## src/rtl/step_seq_pkg.sv

```systemverilog
package step_seq_pkg;
    parameter int ELEM_W = 7;
    parameter int SUB_W  = 2;
    localparam int SUBCNT_W = SUB_W + 1;

    typedef logic [ELEM_W-1:0]   elem_t;
    typedef logic [SUB_W-1:0]    sub_t;
    typedef logic [SUBCNT_W-1:0] subcnt_t;

    // captured run configuration and run state
    typedef struct packed {
        logic    busy;
        logic    done;
        logic    hold;
        logic    src_inv;
        logic    dst_inv;
        elem_t   vl;
        subcnt_t subvl;
    } ctrl_t;

    // one side's position in the walk
    typedef struct packed {
        elem_t elem;
        sub_t  sub;
    } pos_t;
endpackage

```

## src/rtl/step_walker.sv

```systemverilog
module step_walker
    import step_seq_pkg::*;
(
    input  logic    clk,
    input  logic    rst_n,
    input  logic    clear,
    input  logic    adv,
    input  logic    elem_inner,
    input  elem_t   vl,
    input  subcnt_t subvl,
    output pos_t    pos,
    output logic    at_end
);
    pos_t pos_d, pos_q;
    logic elem_last, sub_last;

    always_comb begin
        elem_last = (pos_q.elem == vl - elem_t'(1));
        sub_last  = ({1'b0, pos_q.sub} == subvl - subcnt_t'(1));
        at_end    = elem_last && sub_last;
        pos_d     = pos_q;
        if (clear) begin
            pos_d = '0;
        end else if (adv) begin
            if (elem_inner) begin
                // element index is the fast loop
                if (elem_last) begin
                    pos_d.elem = '0;
                    pos_d.sub  = sub_last ? '0 : pos_q.sub + sub_t'(1);
                end else begin
                    pos_d.elem = pos_q.elem + elem_t'(1);
                end
            end else begin
                // part index is the fast loop
                if (sub_last) begin
                    pos_d.sub  = '0;
                    pos_d.elem = elem_last ? '0 : pos_q.elem + elem_t'(1);
                end else begin
                    pos_d.sub = pos_q.sub + sub_t'(1);
                end
            end
        end
    end

    always_ff @(posedge clk) begin
        if (!rst_n) pos_q <= '0;
        else        pos_q <= pos_d;
    end

    assign pos = pos_q;
endmodule

```

## src/rtl/step_ctrl.sv

```systemverilog
module step_ctrl
    import step_seq_pkg::*;
(
    input  logic    clk,
    input  logic    rst_n,
    input  logic    start,
    input  elem_t   vl_in,
    input  subcnt_t subvl_in,
    input  logic    src_inv_in,
    input  logic    dst_inv_in,
    input  logic    hold_in,
    input  logic    step_pulse,
    input  logic    adv_en,
    input  logic    last,
    output ctrl_t   cfg,
    output logic    adv,
    output logic    clear
);
    ctrl_t ctrl_d, ctrl_q;
    logic  accept;

    always_comb begin
        ctrl_d      = ctrl_q;
        ctrl_d.done = 1'b0;
        accept      = start && !ctrl_q.busy;
        adv         = ctrl_q.busy && (ctrl_q.hold ? step_pulse : adv_en);
        clear       = accept;
        if (accept) begin
            ctrl_d.vl      = vl_in;
            ctrl_d.subvl   = subvl_in;
            ctrl_d.src_inv = src_inv_in;
            ctrl_d.dst_inv = dst_inv_in;
            ctrl_d.hold    = hold_in;
            if (vl_in == '0) begin
                ctrl_d.busy = 1'b0;
                ctrl_d.done = 1'b1;
            end else begin
                ctrl_d.busy = 1'b1;
            end
        end else if (adv && last) begin
            ctrl_d.busy = 1'b0;
            ctrl_d.done = 1'b1;
        end
    end

    always_ff @(posedge clk) begin
        if (!rst_n) ctrl_q <= '0;
        else        ctrl_q <= ctrl_d;
    end

    assign cfg = ctrl_q;
endmodule

```

## src/rtl/elem_step_seq.sv

```systemverilog
module elem_step_seq
    import step_seq_pkg::*;
(
    input  logic                clk,
    input  logic                rst_n,
    input  logic                start,
    input  logic [ELEM_W-1:0]   vec_len,
    input  logic [SUBCNT_W-1:0] sub_len,
    input  logic                src_elem_inner,
    input  logic                dst_elem_inner,
    input  logic                hold_mode,
    input  logic                step_pulse,
    input  logic                adv_en,
    output logic [ELEM_W-1:0]   src_elem,
    output logic [SUB_W-1:0]    src_sub,
    output logic [ELEM_W-1:0]   dst_elem,
    output logic [SUB_W-1:0]    dst_sub,
    output logic                pos_valid,
    output logic                seq_done
);
    localparam int SIDES = 2;

    ctrl_t cfg;
    logic  adv, clear;
    pos_t  pos    [SIDES];
    logic  at_end [SIDES];

    step_ctrl u_ctrl (
        .clk        (clk),
        .rst_n      (rst_n),
        .start      (start),
        .vl_in      (vec_len),
        .subvl_in   (sub_len),
        .src_inv_in (src_elem_inner),
        .dst_inv_in (dst_elem_inner),
        .hold_in    (hold_mode),
        .step_pulse (step_pulse),
        .adv_en     (adv_en),
        .last       (at_end[0] && at_end[1]),
        .cfg        (cfg),
        .adv        (adv),
        .clear      (clear)
    );

    // side 0 = source, side 1 = destination
    for (genvar s = 0; s < SIDES; s++) begin : g_side
        step_walker u_walk (
            .clk        (clk),
            .rst_n      (rst_n),
            .clear      (clear),
            .adv        (adv),
            .elem_inner ((s == 0) ? cfg.src_inv : cfg.dst_inv),
            .vl         (cfg.vl),
            .subvl      (cfg.subvl),
            .pos        (pos[s]),
            .at_end     (at_end[s])
        );
    end

    assign src_elem  = pos[0].elem;
    assign src_sub   = pos[0].sub;
    assign dst_elem  = pos[1].elem;
    assign dst_sub   = pos[1].sub;
    assign pos_valid = cfg.busy;
    assign seq_done  = cfg.done;
endmodule

```

## config.mk

```make
export PLATFORM = sky130hd
export DESIGN_NAME = elem_step_seq
export DESIGN_NICKNAME = d
export VERILOG_FILES = /design/src/rtl/step_seq_pkg.sv /design/src/rtl/step_walker.sv /design/src/rtl/step_ctrl.sv /design/src/rtl/elem_step_seq.sv
export SDC_FILE = /design/constraint.sdc
export NUM_CORES = 1
export LEC_CHECK = 0
export ABC_AREA = 1
export CORE_MARGIN = 2
export CORE_UTILIZATION = 54
export DETAILED_ROUTE_END_ITERATION = 6
export PLACE_DENSITY = 0.84
export SYNTH_ARGS = -nofsm -noshare
export SYNTH_HDL_FRONTEND = slang
export SYNTH_HIERARCHICAL = 1
export SYNTH_SLANG_ARGS = --single-unit
```

## constraint.sdc

```tcl
create_clock -name clk -period 2.3 [get_ports clk]
set_clock_uncertainty 0.05 [all_clocks]
set_input_delay 0.575 -clock clk [delete_from_list [all_inputs] [get_ports clk]]
set_output_delay 0.575 -clock clk [all_outputs]
set_load 0.03 [all_outputs]
```

; ---- Word level (Yosys, flattened, before mapping)
; Index checks and enable logic that the tools add are counted.
[word_totals]
latchBits = 0
in_bits = 18
out_inout_bits = 20
wordCells = 55
romBits = 0
ram_bits = 0
mem_count = 0
ff_bits = 33
[op_classes]
n_shift = 0
n_mux = 15
n_reduce_logical = 16
n_mul = 0
n_bitwise = 1
div_mod_pow = 0
addsub = 6
magnitude_cmp = 0
n_eq_ne = 6
[ops]
columns = operator, n
row1 = two-way mux 7 bit, 4
row2 = two-way mux 9 bit, 2
row3 = "adder 7 x 1 -> 7 bit, second input constant", 2
row4 = equality test 7 bit, 2
row5 = two-way mux 2 bit, 6
row6 = AND reduction 2 bit, 4
row7 = logical NOT 7 bit, 1
row8 = "subtractor 7 x 1 -> 7 bit, second input constant", 1
row9 = equality test 2 x 3 -> 1 bit, 2
row10 = logical AND 1 bit, 6
row11 = nonzero test 2 bit, 3
row12 = "adder 2 x 1 -> 2 bit, second input constant", 2
row13 = "inequality test 2 x 1 -> 1 bit, second input constant", 2
row14 = two-way mux 1 bit, 3
row15 = "subtractor 3 x 1 -> 3 bit, second input constant", 1
row16 = OR reduction 2 bit, 1
row17 = logical NOT 1 bit, 1
row18 = NOT 1 bit, 1

; ---- Depth between registers and ports, before layout
; Gate-level depths: netlist of the first run.
[logic_depth]
depth_word = 7
ltp_mapped = 16
mapped_depth_nobuf = 16

; ---- Modules after synthesis
; The synthesis of the first run kept the hierarchy.
[modules_own_cells]
columns = module, seq_area_each_um2, instances, area_each_um2, cells_each
row1 = step_walker, 180.2, 2, 873.3, 154
row2 = step_ctrl, 300.3, 1, 605.6, 78
row3 = elem_step_seq, 0.0, 1, 7.5, 2

; ---- Least setup slack after synthesis of the first run
; Ideal clock, no wire load.
[synth_path]
kind = register to register
from = reg u_ctrl.ctrl_q (netlist bit u_ctrl/cfg[3])
to = reg u_ctrl.ctrl_q (netlist bit u_ctrl/cfg[14])
setup_ps = 111
arrival_ps = 1655
path_slack_ps = 483
path_buffers = 0
path_stages_with_launch = 15
period_less_slack_ps = 1817
cell_sequence = dfxtp_1 > inv_1 > ha_1 > nand2_1 > nand2_1 > nor2_1 > nand3_1 > nor2_1 > nand2_1 > nor2_1 > nand2_1 > inv_1 > a21oi_1 > nor2_1 > nor2_1
[synth_lines]
columns = element, line_no
row1 = "start, declared", step_ctrl.sv:19  ; ctrl_t ctrl_d, ctrl_q;
row2 = "start signal, assigned", step_ctrl.sv:48  ; else ctrl_q <= ctrl_d;

; ---- Worst setup path after layout of the first run
[layout_path]
from = reg g_side[1].u_walk.pos_q (netlist bit g_side[1].u_walk/pos[6])
to = out dst_elem[4]
[layout_lines]
columns = element, line_no
row1 = "start, declared", step_walker.sv:14  ; pos_t pos_d, pos_q;
row2 = "start signal, assigned", step_walker.sv:47  ; else pos_q <= pos_d;
row3 = "end, declared", elem_step_seq.sv:16  ; output logic [ELEM_W-1:0] dst_elem,
; No word-level cell between the ends.

==> results of run 1 <==
[flip-flops by register name, summed over array words and instances, names as in the netlist]
signal	flops
u_ctrl/cfg	15
g_side.u_walk/pos	18
[per-stage QoR]
step | instance area, µm² | cells | util | worst slack (ns)
after floorplan | 2360 | 388 | - | 0.483
final | 2860 | 483 | 0.666 | 0.169
after global routing | 2860 | 483 | 0.666 | 0.0554
after CTS | 2860 | 483 | 0.665 | 0.129
after global placement | 2780 | 477 | 0.648 | 0.156
after detailed placement | 2780 | 477 | 0.648 | 0.104
[layout make-up]
class / count / area [µm²] / area share
multi-input combinational: 288 / 1420 / 0.498
sequential: 33 / 662 / 0.232
timing repair buffer: 40 / 393 / 0.137
inverter: 64 / 243 / 0.0849
clock buffer: 5 / 68.8 / 0.0241
tap: 52 / 65.1 / 0.0228
clock inverter: 1 / 5.00 / 0.00175
[where the power goes]
group	switching, mW	total [mW]	internal (mW)
clock network	0.206	0.405	0.199
registers	0.0387	0.634	0.596
logic	0.224	0.375	0.151
total	0.468	1.41	0.946
[cell usage after synthesis (all sizes together)]
master | number | share of area
nand2 | 113 | 0.19
ha | 6 | 0.032
dfxtp | 33 | 0.28
buf | 3 | 0.015
or2 | 2 | 0.0053
inv | 64 | 0.10
nor3 | 6 | 0.013
nand3 | 26 | 0.068
o21ai | 17 | 0.036
xor2 | 16 | 0.059
nor2 | 75 | 0.12
a21oi | 19 | 0.051
xnor2 | 8 | 0.030
[logic make-up after synthesis]
| group | Yosys count |
|---|---|
| AO/OA/AOI/OAI | 36 |
| XOR/XNOR | 24 |
| adder cells (fa/ha/maj) | 6 |
| buffers and inverters | 67 |
| flip-flops | 33 |
| AND/OR/NAND/NOR | 222 |
[routing by layer]
| layer | track usage | vias up | wire (µm) |
|---|---|---|---|
| li1 | - | 1267 | - |
| met1 | 0.293 | 1021 | 2470 |
| met2 | 0.390 | 72 | 2530 |
| met3 | 0.0548 | 9 | 332 |
| met4 | 0.126 | 0 | 127 |
| met5 | 0 | - | 0 |
[final timing paths]
path / start / slack (ns) / endpoint
hold / removal: u_ctrl/cfg[12] / 0.42 / u_ctrl/cfg[12]
hold reg to reg: u_ctrl/cfg[12] / 0.42 / u_ctrl/cfg[12]
setup / recovery: g_side[1].u_walk/pos[6] / 0.17 / dst_elem[4]
setup reg to reg: u_ctrl/cfg[3] / 0.23 / u_ctrl/cfg[14]
==> results.md, run 1 <==
- Routability Congestion: 0.918
- VDD IR max: between 0.3 and 0.4 mV
- Max Cap Violations: 0
- Root Driver: clkbuf_8
- Total grt overflow: 0
- Sequential area share after synthesis: 0.280
- GRT Total Usage: 0.240
- Multiplexer area fraction after synthesis: 0
- Synth Area in XOR/XNOR: 0.0891
- CTS-repair resized insts: 0
- Drt wl/cell: 11.3 µm
- Detailed-route DRC error count: 0
- DRT iter0 DRCs: 166
- Final Cycle Share: 0.926
- Slew Viols, Final: 0
- Total CTS buffers: 5
- Share of cells above drive strength 1: 0.0696
- Synth Register Bits: 33
- R2R depth: 15
- Yosys warning total: 6
- Area of the core: 4290 µm²
- Initial core utilization: 0.550
- Clock Path Buffers: 2
- Tmin final: 2.13 ns
- Fin nets: between 400 and 500
- Clk pin slew, worst setup/hold paths: approximately 0.070 ns
- Diode count: 0
- Area Overhead vs Synth: 21.2%
- Post-Synthesis Cells: 388
- Pin count of the biggest net entering global routing: 16
- CP endpoint kind: output pin
- Crit-path max cell delay: 0.73 ns
- Routed WL: around 5500 µm
- Most common cell after layout, fill and taps aside: nand2_1
- WHS: 0.421 ns
- Final hold violation count: 0
- Fmax: 469 MHz
- # rows: 24
- Leak: 1.33 nW
- Worst Hold Depth: 2
- Hpwl dp: 4370 µm
- Initial antenna violation count: 0
- Largest family of logic cells by synthesized area: simple AND/OR/NAND/NOR gates
- Max_slew headroom: 0.721
- Layout filler cell count: 390
- Vias in the first global route: 2288
- Pre-Repair DR Iteration Count: 4
- Port Buffers: 37
- CP required: between 1.5 and 2 ns
- Worst min path class: reg2reg
- First-pass GRT wire length: 9490 µm
- Num Clock Sinks: 33
- CTS tree: done
- Post-DRT Antenna Nets: 0
- Worst-Skew Late Latency: 0.28 ns
- Synth cell types: 24
- Adder-cell share of the synthesized area: 0.0318
- Synth Cell Area: 2360 µm²
- Complex-gate fraction of the synthesized area: 0.0875
- Simple-gate share of the synthesized area: 0.393
- Crit-path slowest cell: clkdlybuf4s50_1
- Post-synthesis net count: 412
- RSZ-0062 raised after global routing: no
- Die width: 70.1 µm
- Power per cell area: 494 nW/µm²
- Syn_area_per_cell: 6.08 µm²
- Die area: 4910 µm²
- Setup CP Type: reg2out
- Postcts setup bufs: 0
- CP Depth: 1
- Avg Vias per Cell: 4.90
- Die H: 70.1 µm
- Setup TNS: 0 ns
- Cts-stage hold buffer count: 0
- Commonest cells after routing, fill and taps aside: nand2_1 (110), nor2_1 (71), inv_1 (62)
- Crit Path Max Fanout: 7
- CP bufs+invs: 1
- H-tree depth: 2
- Outcome: finished, final reports clean
- Top delay family on crit path: buffers and inverters
- Final setup violation count: 0
- Crit path cell chain: clkdlybuf4s50_1
- Worst setup SP type: flop
- WP data arrival: about 1.5 ns
- Worst-Margin Slew: 0.418 ns
- Total power: approximately 1.4 mW
- # IOs: 38
- Total number of vias: 2369
(Power assumes the default switching activity.)
==> run 2, diff against run 1 <==
--- a/config.mk
+++ b/config.mk
@@ -7,9 +7,9 @@
 export LEC_CHECK = 0
 export ABC_AREA = 1
 export CORE_MARGIN = 2
-export CORE_UTILIZATION = 54
+export CORE_UTILIZATION = 40
 export DETAILED_ROUTE_END_ITERATION = 6
-export PLACE_DENSITY = 0.84
+export PLACE_DENSITY = 0.67
 export SYNTH_ARGS = -nofsm -noshare
 export SYNTH_HDL_FRONTEND = slang
 export SYNTH_HIERARCHICAL = 1
==> run 2 against run 1 <==
Against the previous run: routed wire length fell by 0.62%; total power grew 12%; maximum frequency rose by 0.36%; die area rose by 33%; core utilization fell by 14 points; sequential power about the same; non-clock buffer count is the same; critical path type unchanged; via count fell by 1.5%; critical path depth unchanged; combinational power down 1%; global-route usage decreased by 5.8 points.
==> results.md, run 2 (synthesized netlist as in run 1, its figures left out) <==
- Outcome: finished, final reports clean
- Share of cells above drive strength 1: 0.0716 (+0.00199)
- Final Cycle Share: 0.923 (-0.00328)
- Tmin final: 2.12 ns (-0.00754 ns)
- R2r startpoint: u_ctrl/cfg[4]
- Port Buffers: 37 (unchanged)
- Worst-Margin Slew: 0.437 ns (+0.0191 ns)
- VDD IR max: 0.369 mV (+4.2%)
- Total CTS buffers: 5 (unchanged)
- CP endpoint kind: output pin
- Leak: 1.35 nW (+1.4%)
- Max_slew headroom: 0.708 (-0.0127)
- CP required: 1.67 ns (about the same)
- Postcts setup bufs: 0 (unchanged)
- RSZ-0062 raised after global routing: no
- Worst min path class: reg2reg
- Final worst slack: 0.177 ns (+0.00754 ns)
- DRT iter0 DRCs: 150 (-9.6%)
- Diode count: 0 (unchanged)
- Routed WL: 5430 µm (-0.62%)
- Total grt overflow: 0 (unchanged)
- Initial antenna violation count: 0 (unchanged)
- Vias in the first global route: 2171 (-5.1%)
- Crit path cell chain: clkdlybuf4s50_1
- Hold_sp: u_ctrl/cfg[12]
- Most common cell after layout, fill and taps aside: nand2_1
- Crit. Startpoint: g_side[1].u_walk/pos[6]
- Setup TNS: 0 ns (unchanged)
- Pin count of the biggest net entering global routing: 17 (+1)
- Crit Path Max Fanout: 7 (unchanged)
- Hpwl dp: 4310 µm (-1.4%)
- CP bufs+invs: 1 (unchanged)
- Area of the core: 5610 µm² (+31%)
- WP data arrival: 1.50 ns (about the same)
- Initial core utilization: 0.421 (-0.129)
- Fmax: 471 MHz (+0.36%)
- Final setup violation count: 0 (unchanged)
- Avg Vias per Cell: 4.62 (-5.8%)
- Worst-Skew Late Latency: 0.29 ns (about the same)
- Area Overhead vs Synth: 24.0%
- Crit-path slowest cell: clkdlybuf4s50_1
- Largest register FFs: 18 (unchanged)
- Max Cap Violations: 0 (unchanged)
- # IOs: 38 (unchanged)
- Clk pin slew, worst setup/hold paths: 0.07 ns (about the same)
- GRT Total Usage: 0.182 (-0.0578)
- First-pass GRT wire length: 9250 µm (-2.6%)
- Num Clock Sinks: 33 (unchanged)
- Fin nets: 456 (unchanged)
- Final core utilization: 0.522 (-0.144)
- Pre-Repair DR Iteration Count: 4 (unchanged)
- Die H: 80.8 µm (+15%)
- Crit-path max cell delay: 0.73 ns (about the same)
- H-tree depth: 2 (unchanged)
- CTS tree: done
- Post-Place Worst Slack: 0.123 ns (+0.0193 ns)
- Final hold violation count: 0 (unchanged)
- Commonest cells after routing, fill and taps aside: nand2_1 (110), nor2_1 (71), inv_1 (62)
- Drt wl/cell: 10.7 µm (-5.0%)
- Routability Congestion: 0.809 (-12%)
- Die width: 80.8 µm (+15%)
- Setup CP Type: reg2out
- Top delay family on crit path: buffers and inverters
- Non-filler cells, final: 505 (+4.6%)
- Die area: 6530 µm² (+33%)
- Detailed-route DRC error count: 0 (unchanged)
- Clock Path Buffers: 2 (unchanged)
- Root Driver: clkbuf_8
- # rows: 27 (+13%)
- Total number of vias: 2334 (-1.5%)
- Power per cell area: 539 nW/µm² (+9.1%)
- Post-DRT Antenna Nets: 0 (unchanged)
- Slew Viols, Final: 0 (unchanged)
- Cell total after placement: 497 (+4.2%)
- Worst setup SP type: flop
run 2: cell types whose count changed in the layout (fill, tap and decap cells not counted), sizes merged:
| cell | before | now |
|---|---|---|
| clkbuf | 5 | 7 |
| bufinv | 0 | 1 |
| clkinv | 1 | 0 |
run 2: area by class of cell:
cell class                 count  area (µm²)
clock inverter                 1        30.0
tap                           72        90.1
inverter                      64         243
timing repair buffer          40         393
multi-input combinational    288        1420
sequential                    33         662
clock buffer                   7        86.3
fill                         614        2680
run 2: path summary, 6_finish.rpt:
path	to	slack (ns)	cells past startpoint
worst max-delay path	dst_elem[4]	0.18	1
worst min-delay path	u_ctrl/cfg[12]	0.42	2
worst min register to register	u_ctrl/cfg[12]	0.42	2
worst max register to register	u_ctrl/cfg[14]	0.24	15
run 2: layer usage:
metal	track usage	routed length, µm
met1	0.231	2580
met5	0	0
met4	0.0780	111
met3	0.0333	229
met2	0.301	2500
run 2: repair_timing:
action	4_1_cts	5_1_grt
gates resized for setup	0	2
hold buffers	0	0
endpoints found under the setup margin	0	2
run 2: worst register-to-register path, delay by kind of cell (launching register included):
family          cells  cell delay, ns
buf+inv             3            0.18
simple gates       10            0.96
flops               1            0.41
fa+ha+maj           1            0.29
compound gates      1            0.07
run 2: metrics by stage:
step	area, µm²	power [mW]	hold WS (ns)
6_report	2930	1.58	0.418
5_1_grt	2930	1.68	0.454
4_1_cts	2920	1.60	0.423
3_5_place_dp	2810	1.02	0.412
3_3_place_gp	2810	1.01	0.405
2_1_floorplan	2360	0.918	0.393
run 2: report_power, final:
group	switching (mW)	total [mW]	leakage [nW]	internal (mW)
Clock	0.220	0.574	0.0585	0.353
Combinational	0.219	0.371	1.02	0.151
Sequential	0.0384	0.634	0.270	0.595
Total	0.478	1.58	1.35	1.10
==> run 3, diff against run 2 <==
--- a/config.mk
+++ b/config.mk
@@ -9,7 +9,8 @@
 export CORE_MARGIN = 2
 export CORE_UTILIZATION = 40
 export DETAILED_ROUTE_END_ITERATION = 6
-export PLACE_DENSITY = 0.67
+export DONT_BUFFER_PORTS = 1
+export PLACE_DENSITY = 0.58
 export SYNTH_ARGS = -nofsm -noshare
 export SYNTH_HDL_FRONTEND = slang
 export SYNTH_HIERARCHICAL = 1
==> run 3 against run 2 <==
Against the previous run: first-iteration DRC count fell by 47%; maximum frequency rose by 4.4%; routed wire length fell by 0.39%; clock power fell by 1%; core utilization fell by 4.6 points.
==> results.md, run 3 (synthesized netlist as in run 1, its figures left out) <==
- Pin count of the biggest net entering global routing: 17 (unchanged)
- Reg power frac: 0.413 (+0.011)
- Die width: 80.8 µm (unchanged)
- Hold Crit Endpoint: u_ctrl/cfg[12]
- Combinational share of power: 0.216 (-0.019)
- Port Buffers: 0 (-100%)
- Most common cell after layout, fill and taps aside: nand2_1
- FF-to-FF setup slack: 0.27 ns (+0.03 ns)
- Commonest cells after routing, fill and taps aside: nand2_1 (110), nor2_1 (72), inv_1 (62)
- Die area: 6530 µm² (unchanged)
- Sequential standard cell area: 661 µm² (-0.19%)
- Final hold violation count: 0 (unchanged)
- Num Clock Sinks: 33 (unchanged)
- Fmax: 492 MHz (+4.4%)
- Total CTS buffers: 5 (unchanged)
- Outcome: finished, final reports clean
- CP endpoint kind: flop
- Internal power: 1.04 mW (-5.4%)
- Cts-stage hold buffer count: 0 (unchanged)
- Worst-Skew Late Latency: 0.29 ns (about the same)
- FF-to-FF End: u_ctrl/cfg[14]
- Post-DRT Antenna Nets: 0 (unchanged)
- CTS tree: done
- RSZ-0062 raised after global routing: no
- Setup TNS: 0 ns (unchanged)
- Vias in the first global route: 1956 (-9.9%)
- Worst setup SP type: flop
- # IOs: 38 (unchanged)
- Largest register FFs: 18 (unchanged)
- Initial antenna violation count: 0 (unchanged)
- Share of cells above drive strength 1: 0.112 (+0.0401)
- Worst-Margin Slew: 0.458 ns (+0.0206 ns)
- # rows: 27 (unchanged)
- Diode count: 0 (unchanged)
- Routed WL: 5410 µm (-0.39%)
- CP required: 2.44 ns (+0.77 ns)
- Crit. Startpoint: u_ctrl/cfg[3]
- Final setup violation count: 0 (unchanged)
- Final Cycle Share: 0.884 (-0.0389)
- DRT iter0 DRCs: 80 (-47%)
- Clk pin slew, worst setup/hold paths: 0.08 ns (about the same)
- WP data arrival: 2.17 ns (+0.67 ns)
- Total grt overflow: 0 (unchanged)
- First-pass GRT wire length: 8950 µm (-3.2%)
- Die H: 80.8 µm (unchanged)
- Fin nets: 435 (-4.6%)
- Hold_sp: rst_n
- Leak: 1.30 nW (-3.7%)
- Postcts setup bufs: 0 (unchanged)
- Detailed-route DRC error count: 0 (unchanged)
- Drt wl/cell: 11.2 µm (+3.9%)
- Avg Vias per Cell: 4.67 (+1.0%)
- Area of the core: 5610 µm² (unchanged)
- R2r startpoint: u_ctrl/cfg[3]
- CTS-repair resized insts: 0 (unchanged)
- Worst Hold Depth: 2 (unchanged)
- Tmin final: 2.03 ns (-0.0895 ns)
- Area Overhead vs Synth: 13.2%
- Max Cap Violations: 0 (unchanged)
- Setup CP Type: reg2reg
- Root Driver: clkbuf_8
- GRT Total Usage: 0.178 (-0.00357)
- Max_slew headroom: 0.694 (-0.0137)
- Routability Congestion: 0.838 (+3.6%)
- Initial core utilization: 0.421 (unchanged)
- Pre-Repair DR Iteration Count: 4 (unchanged)
- R2R depth: 15 (unchanged)
- Clock Path Buffers: 2 (unchanged)
- Fin area: 2670 µm² (-8.7%)
- Worst min path class: in2reg
- Clock network power share: 0.371 (+0.007)
- Crit Path Max Fanout: 5 (-2)
- Area of the multi-input gates: 1420 µm² (-0.18%)
- Sw power: 0.489 mW (+2.2%)
- Area post-placement: 2560 µm² (-8.9%)
- WHS: 0.363 ns (-0.0552 ns)
- Switching Share: 0.319 (+0.0165)
- Layout filler cell count: 628 (+2.3%)
- H-tree depth: 2 (unchanged)
- Hpwl dp: 4330 µm (+0.37%)
- Power per cell area: 572 nW/µm² (+6.1%)
- Slew Viols, Final: 0 (unchanged)
- VDD IR max: 0.326 mV (-12%)
- Total number of vias: 2260 (-3.2%)
==> run 3: worst max-delay path by stage <==
stage / endpoint / depth (start not counted) / slack (ns)
after floorplan: u_ctrl/cfg[14] / 14 / 0.48
after global placement: u_ctrl/cfg[14] / 15 / 0.29
after detailed placement: u_ctrl/cfg[14] / 15 / 0.28
after CTS: u_ctrl/cfg[14] / 15 / 0.25
after global routing: u_ctrl/cfg[14] / 15 / 0.02
final: u_ctrl/cfg[14] / 15 / 0.27
==> run 3: layout make-up <==
type                    instances  area share
well taps                      72      0.0337
flip-flops and latches         33       0.247
inverters                      64      0.0909
clock inverters                 3      0.0173
repair buffers                 19      0.0534
clock buffers                   5      0.0258
multi-input cells             288       0.532
==> run 3: power groups by stage <==
stage | clock, mW | combinational (mW) | sequential (mW)
after global placement | 0 | 0.325 | 0.646
final | 0.567 | 0.330 | 0.632
after detailed placement | 0 | 0.329 | 0.647
after CTS | 0.584 | 0.331 | 0.633
after floorplan | 0 | 0.273 | 0.645
after global routing | 0.609 | 0.381 | 0.638
==> run 3: worst max-delay path, cell delays in order (launching register included) <==
cell and delay [ns]:
dfxtp_1 0.41, inv_1 0.11, ha_1 0.31, inv_1 0.04
nand2_1 0.05, nand2_1 0.05, nor2_1 0.14, nand3_1 0.09
nor2_1 0.15, nand2_1 0.09, nor2_1 0.10, nand2_1 0.06
inv_1 0.06, a21oi_1 0.06, nor2_1 0.10, nor2_1 0.05
==> run 3: routing by layer <==
metal | track usage | share of wire | vias to the layer above
li1 | - | - | 1225
met1 | 0.228 | 0.48 | 978
met2 | 0.286 | 0.45 | 51
met3 | 0.0489 | 0.060 | 6
met4 | 0.0661 | 0.013 | 0
met5 | 0 | 0 | -
==> run 3: stage by stage <==
step,power (mW),utilization,worst slack [ns],instances
CTS,1.55,0.476,0.253,484
finish,1.53,0.476,0.267,484
detailed placement,0.976,0.456,0.276,476
global route,1.63,0.476,0.0182,484
floorplan,0.918,-,0.483,388
global placement,0.971,0.456,0.294,476
